[src/rtl/cascade_counter_pkg.sv]
// Shared types for the cascadable counter: modulus and clear-style selectors
// and the terminal-value helper. Assumes widths of at least four bits when
// the decade modulus is chosen.
package cascade_counter_pkg;

    typedef enum logic {
        MOD_BINARY = 1'b0,
        MOD_DECADE = 1'b1
    } modulus_e;

    typedef enum logic {
        CLR_SYNC  = 1'b0,
        CLR_ASYNC = 1'b1
    } clear_e;

    // Highest count value reached before wrapping to zero.
    function automatic int unsigned last_value(modulus_e m, int unsigned w);
        return (m == MOD_DECADE) ? 32'd9 : ((32'd1 << w) - 32'd1);
    endfunction

endpackage

[src/rtl/cascade_counter_next.sv]
// Next-state selector. Picks between the preset word, the incremented count
// and the held count. Clear is applied by the state register, not here.
// Assumes adv is already the AND of both count enables.
module cascade_counter_next
    import cascade_counter_pkg::*;
#(
    parameter int unsigned WIDTH   = 4,
    parameter modulus_e    MODULUS = MOD_DECADE
) (
    input  logic [WIDTH-1:0] q,
    input  logic             ld_n,
    input  logic [WIDTH-1:0] din,
    input  logic             adv,
    output logic [WIDTH-1:0] d
);
    localparam logic [WIDTH-1:0] LAST = WIDTH'(last_value(MODULUS, WIDTH));

    logic [WIDTH-1:0] inc;

    generate
        if (MODULUS == MOD_DECADE) begin : g_decade
            // Increment with a wrap at the decade terminal. Out-of-range
            // values fall through to the plain adder and wrap at 2**WIDTH.
            always_comb inc = (q == LAST) ? '0 : q + 1'b1;
        end else begin : g_binary
            // Plain increment that wraps naturally.
            always_comb inc = q + 1'b1;
        end
    endgenerate

    // Priority: load, then count, then hold.
    always_comb begin
        if (!ld_n) begin
            d = din;
        end else if (adv) begin
            d = inc;
        end else begin
            d = q;
        end
    end

endmodule

[src/rtl/cascade_counter_state.sv]
// Count register. The clear style parameter picks between a clear sampled
// at the clock edge and a clear that acts as soon as it goes low.
module cascade_counter_state
    import cascade_counter_pkg::*;
#(
    parameter int unsigned WIDTH = 4,
    parameter clear_e      CLEAR = CLR_SYNC
) (
    input  logic             clk,
    input  logic             clr_n,
    input  logic [WIDTH-1:0] d,
    output logic [WIDTH-1:0] q
);
    generate
        if (CLEAR == CLR_ASYNC) begin : g_async
            // Register with an immediate, edge-independent clear.
            always_ff @(posedge clk or negedge clr_n) begin
                if (!clr_n) begin
                    q <= '0;
                end else begin
                    q <= d;
                end
            end
        end else begin : g_sync
            // Register whose clear is sampled at the clock edge.
            always_ff @(posedge clk) begin
                if (!clr_n) begin
                    q <= '0;
                end else begin
                    q <= d;
                end
            end
        end
    endgenerate

endmodule

[src/rtl/cascade_counter_carry.sv]
// Terminal-count detector. Combinational, so that a carry-enable change
// reaches the carry output without waiting for a clock edge.
module cascade_counter_carry
    import cascade_counter_pkg::*;
#(
    parameter int unsigned WIDTH   = 4,
    parameter modulus_e    MODULUS = MOD_DECADE
) (
    input  logic [WIDTH-1:0] q,
    input  logic             gate,
    output logic             carry
);
    localparam logic [WIDTH-1:0] LAST = WIDTH'(last_value(MODULUS, WIDTH));

    // Flag the terminal value, qualified by the carry enable.
    always_comb carry = gate && (q == LAST);

endmodule

[src/rtl/cascade_counter.sv]
// Cascadable programmable up-counter. Priority is clear, load, count, hold.
// Counting needs both enables high; only carry_en gates the carry.
// Assumes the inputs are synchronous to clk, apart from clr_n in the
// asynchronous-clear variant.
module cascade_counter
    import cascade_counter_pkg::*;
#(
    parameter int unsigned WIDTH   = 4,
    parameter modulus_e    MODULUS = MOD_DECADE,
    parameter clear_e      CLEAR   = CLR_SYNC
) (
    input  logic             clk,
    input  logic             clr_n,
    input  logic             ld_n,
    input  logic [WIDTH-1:0] din,
    input  logic             cnt_en,
    input  logic             carry_en,
    output logic [WIDTH-1:0] count,
    output logic             carry_out
);
    logic [WIDTH-1:0] q;
    logic [WIDTH-1:0] d;
    logic             adv;

    // Both enables must be high to advance.
    always_comb adv = cnt_en && carry_en;

    cascade_counter_next #(
        .WIDTH   (WIDTH),
        .MODULUS (MODULUS)
    ) u_next (
        .q    (q),
        .ld_n (ld_n),
        .din  (din),
        .adv  (adv),
        .d    (d)
    );

    cascade_counter_state #(
        .WIDTH (WIDTH),
        .CLEAR (CLEAR)
    ) u_state (
        .clk   (clk),
        .clr_n (clr_n),
        .d     (d),
        .q     (q)
    );

    cascade_counter_carry #(
        .WIDTH   (WIDTH),
        .MODULUS (MODULUS)
    ) u_carry (
        .q     (q),
        .gate  (carry_en),
        .carry (carry_out)
    );

    // Drive the count output from the state register.
    always_comb count = q;

endmodule

[config.mk]
export PLATFORM = sky130hd
export DESIGN_NAME = cascade_counter
export DESIGN_NICKNAME = d
export VERILOG_FILES = /design/src/rtl/cascade_counter_pkg.sv /design/src/rtl/cascade_counter_next.sv /design/src/rtl/cascade_counter_state.sv /design/src/rtl/cascade_counter_carry.sv /design/src/rtl/cascade_counter.sv
export SDC_FILE = /design/constraint.sdc
export NUM_CORES = 1
export LEC_CHECK = 0
export BUFFER_PORTS_ARGS = -buffer_cell sky130_fd_sc_hd__buf_4
export CAP_MARGIN = 0
export CORE_AREA = 2 2 39 41
export DETAILED_ROUTE_END_ITERATION = 16
export DIE_AREA = 0 0 41 43
export HOLD_SLACK_MARGIN = 0.1
export MAX_ROUTING_LAYER = met4
export PLACE_DENSITY = 0.52
export SYNTH_ARGS = -nofsm -noshare
export SYNTH_HDL_FRONTEND = slang
export SYNTH_SLANG_ARGS = --single-unit
[constraint.sdc]
create_clock -name clk -period 3.2 [get_ports clk]
set_input_delay 0.16 -clock clk [delete_from_list [all_inputs] [get_ports clk]]
set_output_delay 0.16 -clock clk [all_outputs]
set_load 0.1 [all_outputs]
==> reports/results.ini, run 1 <==
[run_status]
status = completed

[timing]
max_slew_margin_pct = 81.95
tns_ns = 0
setup_ws_ns = 1.812
setup_viol = 0
finClkSkew_ns = 0.003585
finalCritPeriodShare_pct = 43.37
rsz0062_at_grt = no
period_minus_slack_ns = 1.388
holdWs_ns = 0.1718
final_max_slew_viol_count = 0
max_freq_mhz = 720.6
worst_pin_slew_ns = 0.2704
hold_viol_final = 0

[min_path]
min_path_cells = 2
min_from = ld_n
min_to = u_state.q[2]
min_path_type = input port to flip-flop

[global_routing]
antenna_found_initial = 0
grt_pass1_wl_um = 972
grt.total_usage_pct = 8.839
globalRouteOverflowTotal = 0
grt_pass1_vias = 243
grt_start_max_net_pins = 10

[setup_path]
end_kind = primary output
r2r_end = u_state.q[3]
r2r_start = u_state.q[2]
worstSetupPathType = flip-flop to primary output
arrival_ns = 1.23
worstRegToRegCells = 3
cp-start-kind = flip-flop
rrSetupSlack_ns = 2.02
crit_fanout = 5
cp_data_required_time_ns = 3.04

[final_layout]
largest_reg_flops = 4
top_regs = u_state.q x4
final_area_sq_um = 382.9
antenna_cells = 0
layoutNonFillerInstCount = 62
largest-register = u_state.q
drive_gt1_share_pct = 39.13
finalNetCount = 57
syn_to_final_growth_pct = 58.55
final_util_pct = 27.67

[synth]
synth_seq_cells = 4
synth_common_cells = a21oi_1, dfxtp_1, nand2_1
syn_area_per_cell_sq_um = 7.790
yosysWarnings = 0
synth_nets = 40
yosys.area.top_type = dfxtp_1
synth_cell_types = 18
synth_area_leaders = dfxtp_1, a21oi_1, xor2_1
syn-cell-area_sq_um = 241.5
ys_seq_area_share_pct = 33.16
async_reset_ff_share_pct = 0
ys_dominant_reg_cell = dfxtp_1
postSynthCellCount = 31
synth_top_cell_area_share_pct = 33.16
synth_edf_count = 0

[detailed_routing]
routed_wirelength_um = 621
drc = 0
routedWlPerCell_um = 10.02
viasPerCell = 4.258
first_pass_iters = 2
via_count = 264
drtIter0Drc = 1
ant_nets = 0

[placed_design]
post-place-ws_ns = 2.021
globalplace.congestion = 0.6548
hpwl_um = 495.9
dp.cells = 59
numPortBuffers = 13
place_area_sq_um = 360.3

[cts]
cts_max_path_buffers = 2
clock_latency_ns = 0.23
post-cts-setup-buffers = 0
clk_pin_slew_ns = 0.04
cts_repair_resize_count = 0
root_buffer = clkbuf_4
cts_tree = built
postCtsHoldBufs = 0
cts-buffers-inserted = 3
htree_levels = 1
cts_sinks = 4

[flow_run]
maxCapViolations = 0

[floorplan]
dieHeight_um = 43
coreArea_sq_um = 1384
dieArea_sq_um = 1763
row_count = 14
start_util_pct = 17.45
io_pins = 14
fp.dieW_um = 41

[pwr]
total_power_uw = 179.3
p_leak_nw = 0.1579
p_per_area_nw_per_um2 = 468.2
peakVddDrop_v = 0.0001087

[how the worst max path moves through the flow]
stage | startpoint | to | slack [ns]
floorplan | u_state.q[3] | carry_out | 0.64
global placement | u_state.q[0] | u_state.q[1] | 2.04
detailed placement | u_state.q[2] | u_state.q[3] | 2.02
CTS | u_state.q[2] | carry_out | 1.80
global route | u_state.q[2] | carry_out | 1.76
finish | u_state.q[2] | carry_out | 1.81
[critical path, cell delays in order, from the launching register on]
cell and delay (ns):
dfxtp_1 0.33, nand2b_1 0.19, nor3_2 0.16, buf_4 0.31
[cell type report]
| type | count | area, sq um |
|---|---|---|
| Inverter | 1 | 3.754 |
| Timing Repair Buffer | 13 | 97.59 |
| Multi-Input combinational cell | 25 | 158.9 |
| Clock buffer | 3 | 22.52 |
| Tap cell | 16 | 20.02 |
| Sequential cell | 4 | 80.08 |
| Fill cell | 156 | 1001 |
[cells by family (layout without fill, tap and decap cells)]
family          after synthesis  in the layout  share of synthesized area, %
flops                         4              4                         33.16
xor+xnor                      2              2                         7.255
simple gates                 14             14                         33.68
buf+inv                       2             17                         3.106
compound gates                9              9                         22.80
[routing by layer]
metal,vias to the layer above,track usage [%],share of wire [%],wire length (um)
li1,144,-,-,-
met1,110,9.936,44,273
met2,10,12.50,46,285
met3,0,4.712,10,63
met4,0,4.000,0,0
met5,-,-,0,0
[power by group]
part	switching, mW	leakage [nW]	internal, mW
Sequential	0.00588	0.0333	0.0541
Combinational	0.0403	0.111	0.0175
Clock	0.0196	0.0138	0.0419
Total	0.0658	0.158	0.113
[cell usage in the layout, fill, tap and decap left out, types with 2 or more instances in the layout]
master,netlist,routed
a21oi_1,4,4
buf_4,0,13
clkbuf_4,0,3
dfxtp_1,4,4
nand2_1,4,4
nand2b_1,2,2
nand4_1,2,2
o21ai_0,2,2
xor2_1,2,2
No activity file was read; power rests on OpenSTA's default activity.
==> inputs of run 2 (changes only) <==
==> constraint.sdc (replaced) <==
create_clock -name clk -period 1.4 [get_ports clk]
set_input_delay 0.07 -clock clk [delete_from_list [all_inputs] [get_ports clk]]
set_output_delay 0.07 -clock clk [all_outputs]
set_load 0.1 [all_outputs]
==> reports/results.ini, run 2 (same netlist as run 1, synthesis figures left out) <==
[timing]
finalCritPeriodShare_pct = 93.16
worst_pin_slew_ns = 0.2819  ; +0.01154 ns
max_slew_margin_pct = 81.36  ; -0.59 points
final_max_slew_viol_count = 0  ; unchanged
holdWs_ns = 0.09190  ; -0.07990 ns
max_freq_mhz = 766.7
setup_viol = 0  ; unchanged
finClkSkew_ns = 0.01014  ; +0.006558 ns
rsz0062_at_grt = no
period_minus_slack_ns = 1.304
hold_viol_final = 0  ; unchanged

[cts]
htree_levels = 1  ; unchanged
clock_latency_ns = 0.25  ; +0.02 ns
clk_pin_slew_ns = 0.05  ; about the same
cts_tree = built
cts_max_path_buffers = 2  ; unchanged
cts-buffers-inserted = 3  ; unchanged
root_buffer = clkbuf_4
cts_sinks = 4  ; unchanged

[setup_path]
cp_slowest_cell = dfxtp_4
cp_num_buf_inv = 2  ; +1
crit_chain = buf_4 > nand2_4 > nor3_4 > buf_4
end_kind = primary output
cp_top_family = buffers and inverters
cp-start-kind = flip-flop
crit_fanout = 7  ; +2
cp_slowest_stage_delay_ns = 0.38  ; +0.05 ns
worstSetupPathType = flip-flop to primary output
arrival_ns = 1.23  ; about the same
cpMostUsedCell = buf_4
cp_data_required_time_ns = 1.33  ; -1.71 ns

[pwr]
p_switching_uw = 173.2  ; +160%
power_frac_comb_pct = 33.5  ; +1.3 points
power_frac_clock_pct = 36.7  ; +2.4 points
power_frac_seq_pct = 29.8  ; -3.6 points
peakVddDrop_v = 0.0003732  ; +240%
p_leak_nw = 0.1928  ; +22%
p_per_area_nw_per_um2 = 989.1  ; +110%
switching_share_pct = 37.93  ; +1.2 points
intPower_uw = 283.4  ; +150%

[final_layout]
antenna_cells = 0  ; unchanged
top_regs = u_state.q x4
largest-register = u_state.q
largest_reg_flops = 4  ; unchanged
layout_commonest_cell = buf_4
syn_to_final_growth_pct = 91.19
finalNetCount = 61  ; +7.0%
final_util_pct = 33.36  ; +5.7 points
drive_gt1_share_pct = 50.98  ; +12 points
final_cell_mix = buf_4, a21oi_1, dfxtp_4

[run_status]
status = completed

[global_routing]
grt_start_max_net_pins = 10  ; unchanged
antenna_found_initial = 0  ; unchanged
grt_pass1_vias = 280  ; +15%
globalRouteOverflowTotal = 0  ; unchanged
grt_pass1_wl_mm = 1.131  ; +16%
grt.total_usage_pct = 10.08  ; +1.2 points

[min_path]
min_path_type = input port to flip-flop

[detailed_routing]
via_count = 299  ; +13%
viasPerCell = 4.463  ; +4.8%
drc = 0  ; unchanged
routed_wirelength_um = 691  ; +11%
ant_nets = 0  ; unchanged
drtIter0Drc = 3  ; +2
routedWlPerCell_um = 10.31  ; +3.0%
first_pass_iters = 2  ; unchanged

[floorplan]
start_util_pct = 17.45  ; unchanged
fp.dieW_um = 41  ; unchanged
dieArea_sq_um = 1763  ; unchanged
coreArea_sq_um = 1384  ; unchanged
row_count = 14  ; unchanged
io_pins = 14  ; unchanged
dieHeight_um = 43  ; unchanged

[flow_run]
maxCapViolations = 0  ; unchanged

[placed_design]
numPortBuffers = 13  ; unchanged
hpwl_um = 498.6  ; +0.54%
globalplace.congestion = 0.6300  ; -3.8%

[run 2: changes by cell type in the layout (fill, tap and decap cells not counted), sizes merged]
cell | previous run | this run
buf | 13 | 15
dlygate4sd3 | 0 | 2
clkbuf | 3 | 4
[run 2: layout make-up]
class | count | area (sq um)
clock buffer | 4 | 26.28
fill | 154 | 922.1
inverter | 1 | 3.754
multi-input combinational | 25 | 180.2
sequential | 4 | 95.09
tap | 16 | 20.02
timing repair buffer | 17 | 136.4
[run 2: repair_timing]
item | 4_1_cts | 5_1_grt
hold buffers | 4 | 0
setup buffers | 0 | 2
endpoints found under the setup margin | 0 | 2
resized for setup | 0 | 2
hold endpoints to repair | 4 | 0
[run 2: layer usage]
| layer | global-route usage, % | vias to the layer above | wire (um) |
|---|---|---|---|
| met5 | - | - | 0 |
| met4 | 8.000 | 0 | 21 |
| met3 | 5.236 | 4 | 64 |
| met2 | 12.19 | 11 | 305 |
| met1 | 11.90 | 129 | 300 |
| li1 | - | 155 | - |
[run 2: worst register-to-register path: cells and delay by family, from the launching register on]
family	cells	cell delay (ns)
flip-flops	1	0.36
AO/OA/AOI/OAI	2	0.48
AND/OR/NAND/NOR	1	0.14
[run 2: worst paths after layout]
| kind | startpoint | endpoint | slack [ns] | cells after the start |
|---|---|---|---|---|
| max | u_state.q[0] | carry_out | 0.1 | 4 |
| min | din[2] | u_state.q[2] | 0.09 | 3 |
| max reg2reg | u_state.q[2] | u_state.q[3] | 0.30 | 3 |
| min reg2reg | u_state.q[2] | u_state.q[2] | 0.56 | 2 |
[run 2: through the flow]
stage / worst slack (ns) / setup TNS [ns] / cell area [sq um] / std cells / total power, mW
CTS: 0.01874 / 0 / 460.4 / 67 / 0.4634
floorplan: -0.1015 / -0.1015 / 280.3 / 31 / 0.2370
finish: 0.09572 / 0 / 461.7 / 67 / 0.4567
global placement: 0.3080 / 0 / 394.1 / 59 / 0.2807
global route: 0.04991 / 0 / 461.7 / 67 / 0.4810
detailed placement: 0.2993 / 0 / 394.1 / 59 / 0.2797
[run 2: power by group through the flow]
stage | combinational [mW] | sequential (mW) | clock, mW
after floorplan | 0.0343 | 0.203 | 0
after global placement | 0.139 | 0.142 | 0
after detailed placement | 0.138 | 0.142 | 0
after CTS | 0.149 | 0.140 | 0.175
after global routing | 0.161 | 0.138 | 0.182
final | 0.153 | 0.136 | 0.168
==> inputs of run 3 (changes only) <==
--- a/config.mk
+++ b/config.mk
@@ -11,8 +11,8 @@
 export DETAILED_ROUTE_END_ITERATION = 16
 export DIE_AREA = 0 0 41 43
 export HOLD_SLACK_MARGIN = 0.1
-export MAX_ROUTING_LAYER = met4
-export PLACE_DENSITY = 0.52
+export PLACE_DENSITY = 0.51
 export SYNTH_ARGS = -nofsm -noshare
 export SYNTH_HDL_FRONTEND = slang
+export SYNTH_HIERARCHICAL = 1
 export SYNTH_SLANG_ARGS = --single-unit
==> reports/results.ini, run 3 <==
[cts]
cts_sinks = 4  ; unchanged
cts_max_path_buffers = 2  ; unchanged
cts_repair_resize_count = 0  ; unchanged
clock_latency_ns = 0.24  ; about the same
root_buffer = clkbuf_4
post-cts-setup-buffers = 0  ; unchanged
cts_tree = built
clk_pin_slew_ns = 0.04  ; about the same
cts-buffers-inserted = 3  ; unchanged
htree_levels = 1  ; unchanged

[synth]
ys_dominant_reg_cell = dfxtp_1
synth_area_leaders = dfxtp_1, and2_1, nor2_1
syn_area_per_cell_sq_um = 7.588  ; -2.6%
synth_edf_count = 0  ; unchanged
synth-compound-area-share_pct = 13.83  ; -9.0 points
synth_common_cells = and2_1, nor2_1, dfxtp_1
syn-cell-area_sq_um = 235.2  ; -2.6%
yosys.area.top_type = dfxtp_1
yosys.area_share.simple_pct = 43.09  ; +9.4 points
synth_fa_ha_area_share_pct = 0  ; unchanged
yosysWarnings = 6  ; +6
synth_seq_cells = 4  ; unchanged
synth_top_family_by_area = simple AND/OR/NAND/NOR gates
synthMuxAreaShare_pct = 0  ; unchanged
synth_top_cell_area_share_pct = 34.04  ; +0.88 points
ys_seq_area_share_pct = 34.04  ; +0.88 points
async_reset_ff_share_pct = 0  ; unchanged
synth_xor_xnor_area_share_pct = 7.447  ; +0.19 points
postSynthCellCount = 31  ; unchanged
synth_cell_types = 15  ; -3
synth_nets = 40  ; unchanged

[pwr]
p_leak_nw = 0.1705  ; -12%
peakVddDrop_v = 0.0003861  ; +3.5%
total_power_uw = 430.0  ; -5.8%
p_per_area_nw_per_um2 = 1061  ; +7.2%

[setup_path]
crit_chain = nand4b_1 > nor2_4 > buf_4
end_kind = primary output
worstSetupPathType = flip-flop to primary output
cp-start-kind = flip-flop
cp_num_buf_inv = 1  ; -1
arrival_ns = 1.19  ; -0.04 ns
crit_fanout = 6  ; -1
cp_slowest_cell = dfxtp_4
cp_slowest_stage_delay_ns = 0.35  ; -0.03 ns
cp_top_family = flip-flops
cp_data_required_time_ns = 1.33  ; about the same

[global_routing]
grt_pass1_vias = 240  ; -14%
globalRouteOverflowTotal = 0  ; unchanged
antenna_found_initial = 0  ; unchanged
grt.total_usage_pct = 8.149  ; -1.9 points
grt_start_max_net_pins = 9  ; -1
grt_pass1_wl_um = 938  ; -17%

[timing]
finClkSkew_ns = 0.004786  ; -0.005357 ns
setup_viol = 0  ; unchanged
max_freq_mhz = 793.0  ; +3.4%
tns_ns = 0  ; unchanged
period_minus_slack_ns = 1.261  ; -0.04317 ns
final_max_slew_viol_count = 0  ; unchanged
hold_viol_final = 0  ; unchanged
max_slew_margin_pct = 81.52  ; +0.16 points
worst_pin_slew_ns = 0.2795  ; -0.002401 ns
rsz0062_at_grt = no
finalCritPeriodShare_pct = 90.08  ; -3.1 points

[floorplan]
row_count = 14  ; unchanged
dieHeight_um = 43  ; unchanged
dieArea_sq_um = 1763  ; unchanged
start_util_pct = 17.00  ; -0.45 points
coreArea_sq_um = 1384  ; unchanged
fp.dieW_um = 41  ; unchanged
io_pins = 14  ; unchanged

[detailed_routing]
via_count = 272  ; -9.0%
routed_wirelength_um = 576  ; -17%
drtIter0Drc = 1  ; -2
viasPerCell = 4.250  ; -4.8%
ant_nets = 0  ; unchanged
drc = 0  ; unchanged
routedWlPerCell_um = 9.000  ; -13%
first_pass_iters = 2  ; unchanged

[final_layout]
layoutNonFillerInstCount = 64  ; -4.5%
largest-register = u_state/q
largest_reg_flops = 4  ; unchanged
finalNetCount = 58  ; -4.9%
drive_gt1_share_pct = 45.83  ; -5.1 points
final_cell_mix = buf_4, and2_1, nor2_1
fillers = 163  ; +5.8%
layout_commonest_cell = buf_4
top_regs = u_state/q x4
antenna_cells = 0  ; unchanged
final_util_pct = 29.29  ; -4.1 points
syn_to_final_growth_pct = 72.34

[run_status]
status = completed

[min_path]
min_path_type = input port to flip-flop

[placed_design]
numPortBuffers = 13  ; unchanged
dp.cells = 59  ; unchanged
globalplace.congestion = 0.6250  ; -0.79%

[flow_run]
maxCapViolations = 0  ; unchanged

==> run 3: changes by cell type after synthesis, sizes merged, moves of 2 or more <==
cell    previous run  this run
and2               0         5
nor2               1         5
a21oi              4         2
nand2              4         2
nand2b             2         0
nand4              2         0
==> run 3: final timing paths <==
| path | end | depth (start not counted) | from | slack, ns |
|---|---|---|---|---|
| worst max-delay path | carry_out | 3 | u_state/q[2] | 0.14 |
| worst min-delay path | u_state/q[0] | 4 | din[0] | 0.17 |
| worst max register to register | u_state/q[1] | 4 | u_state/q[0] | 0.27 |
| worst min register to register | u_state/q[1] | 3 | u_state/q[1] | 0.66 |
==> run 3: logic make-up after synthesis <==
logic type	count (synthesis)
simple gates	18
xor+xnor	2
flops	4
buf+inv	1
compound gates	6
==> run 3: layout make-up <==
type,instances,area (sq um),share of cell area (%)
Timing Repair Buffer,14,107.6,26.54
Multi-Input combinational cell,26,158.9,39.20
Sequential cell,4,92.59,22.84
Tap cell,16,20.02,4.938
Clock buffer,4,26.28,6.481
==> run 3: repair_timing <==
item	4_1_cts	5_1_grt
hold endpoints to repair	4	0
setup endpoints to repair	0	0
hold buffers	1	0
==> run 3: metrics by stage <==
stage          hold slack [ns]  cell area (sq um)  setup slack (ns)
2_1_floorplan           0.1909              255.2           0.07086
3_3_place_gp            0.3040              369.1            0.2537
3_5_place_dp            0.3121              369.1            0.2633
4_1_cts                 0.1729              405.4            0.1148
5_1_grt                 0.2294              405.4           0.06147
6_report                0.1735              405.4            0.1389
==> run 3: report_power, final <==
group	internal (mW)	total, mW	leakage [nW]	switching [mW]
registers	0.123	0.137	0.0353	0.0133
clock network	0.107	0.157	0.0150	0.0502
logic	0.0458	0.136	0.120	0.0902
total	0.276	0.430	0.170	0.154
==> run 3: tightest hold or removal path, cell delays in order <==
cell and delay (ns):
buf_4 0.08, nor2_1 0.03, a21oi_1 0.09, and2_1 0.12
==> run 3: layer usage <==
metal / part of all wire, % / wire length [um] / track usage (%) / up-vias
li1: - / - / - / 141
met3: 5.6 / 32 / 3.141 / 0
met1: 42 / 243 / 9.709 / 125
met5: 0 / 0 / 0 / -
met2: 52 / 300 / 11.25 / 6
met4: 0 / 0 / 6.000 / 0
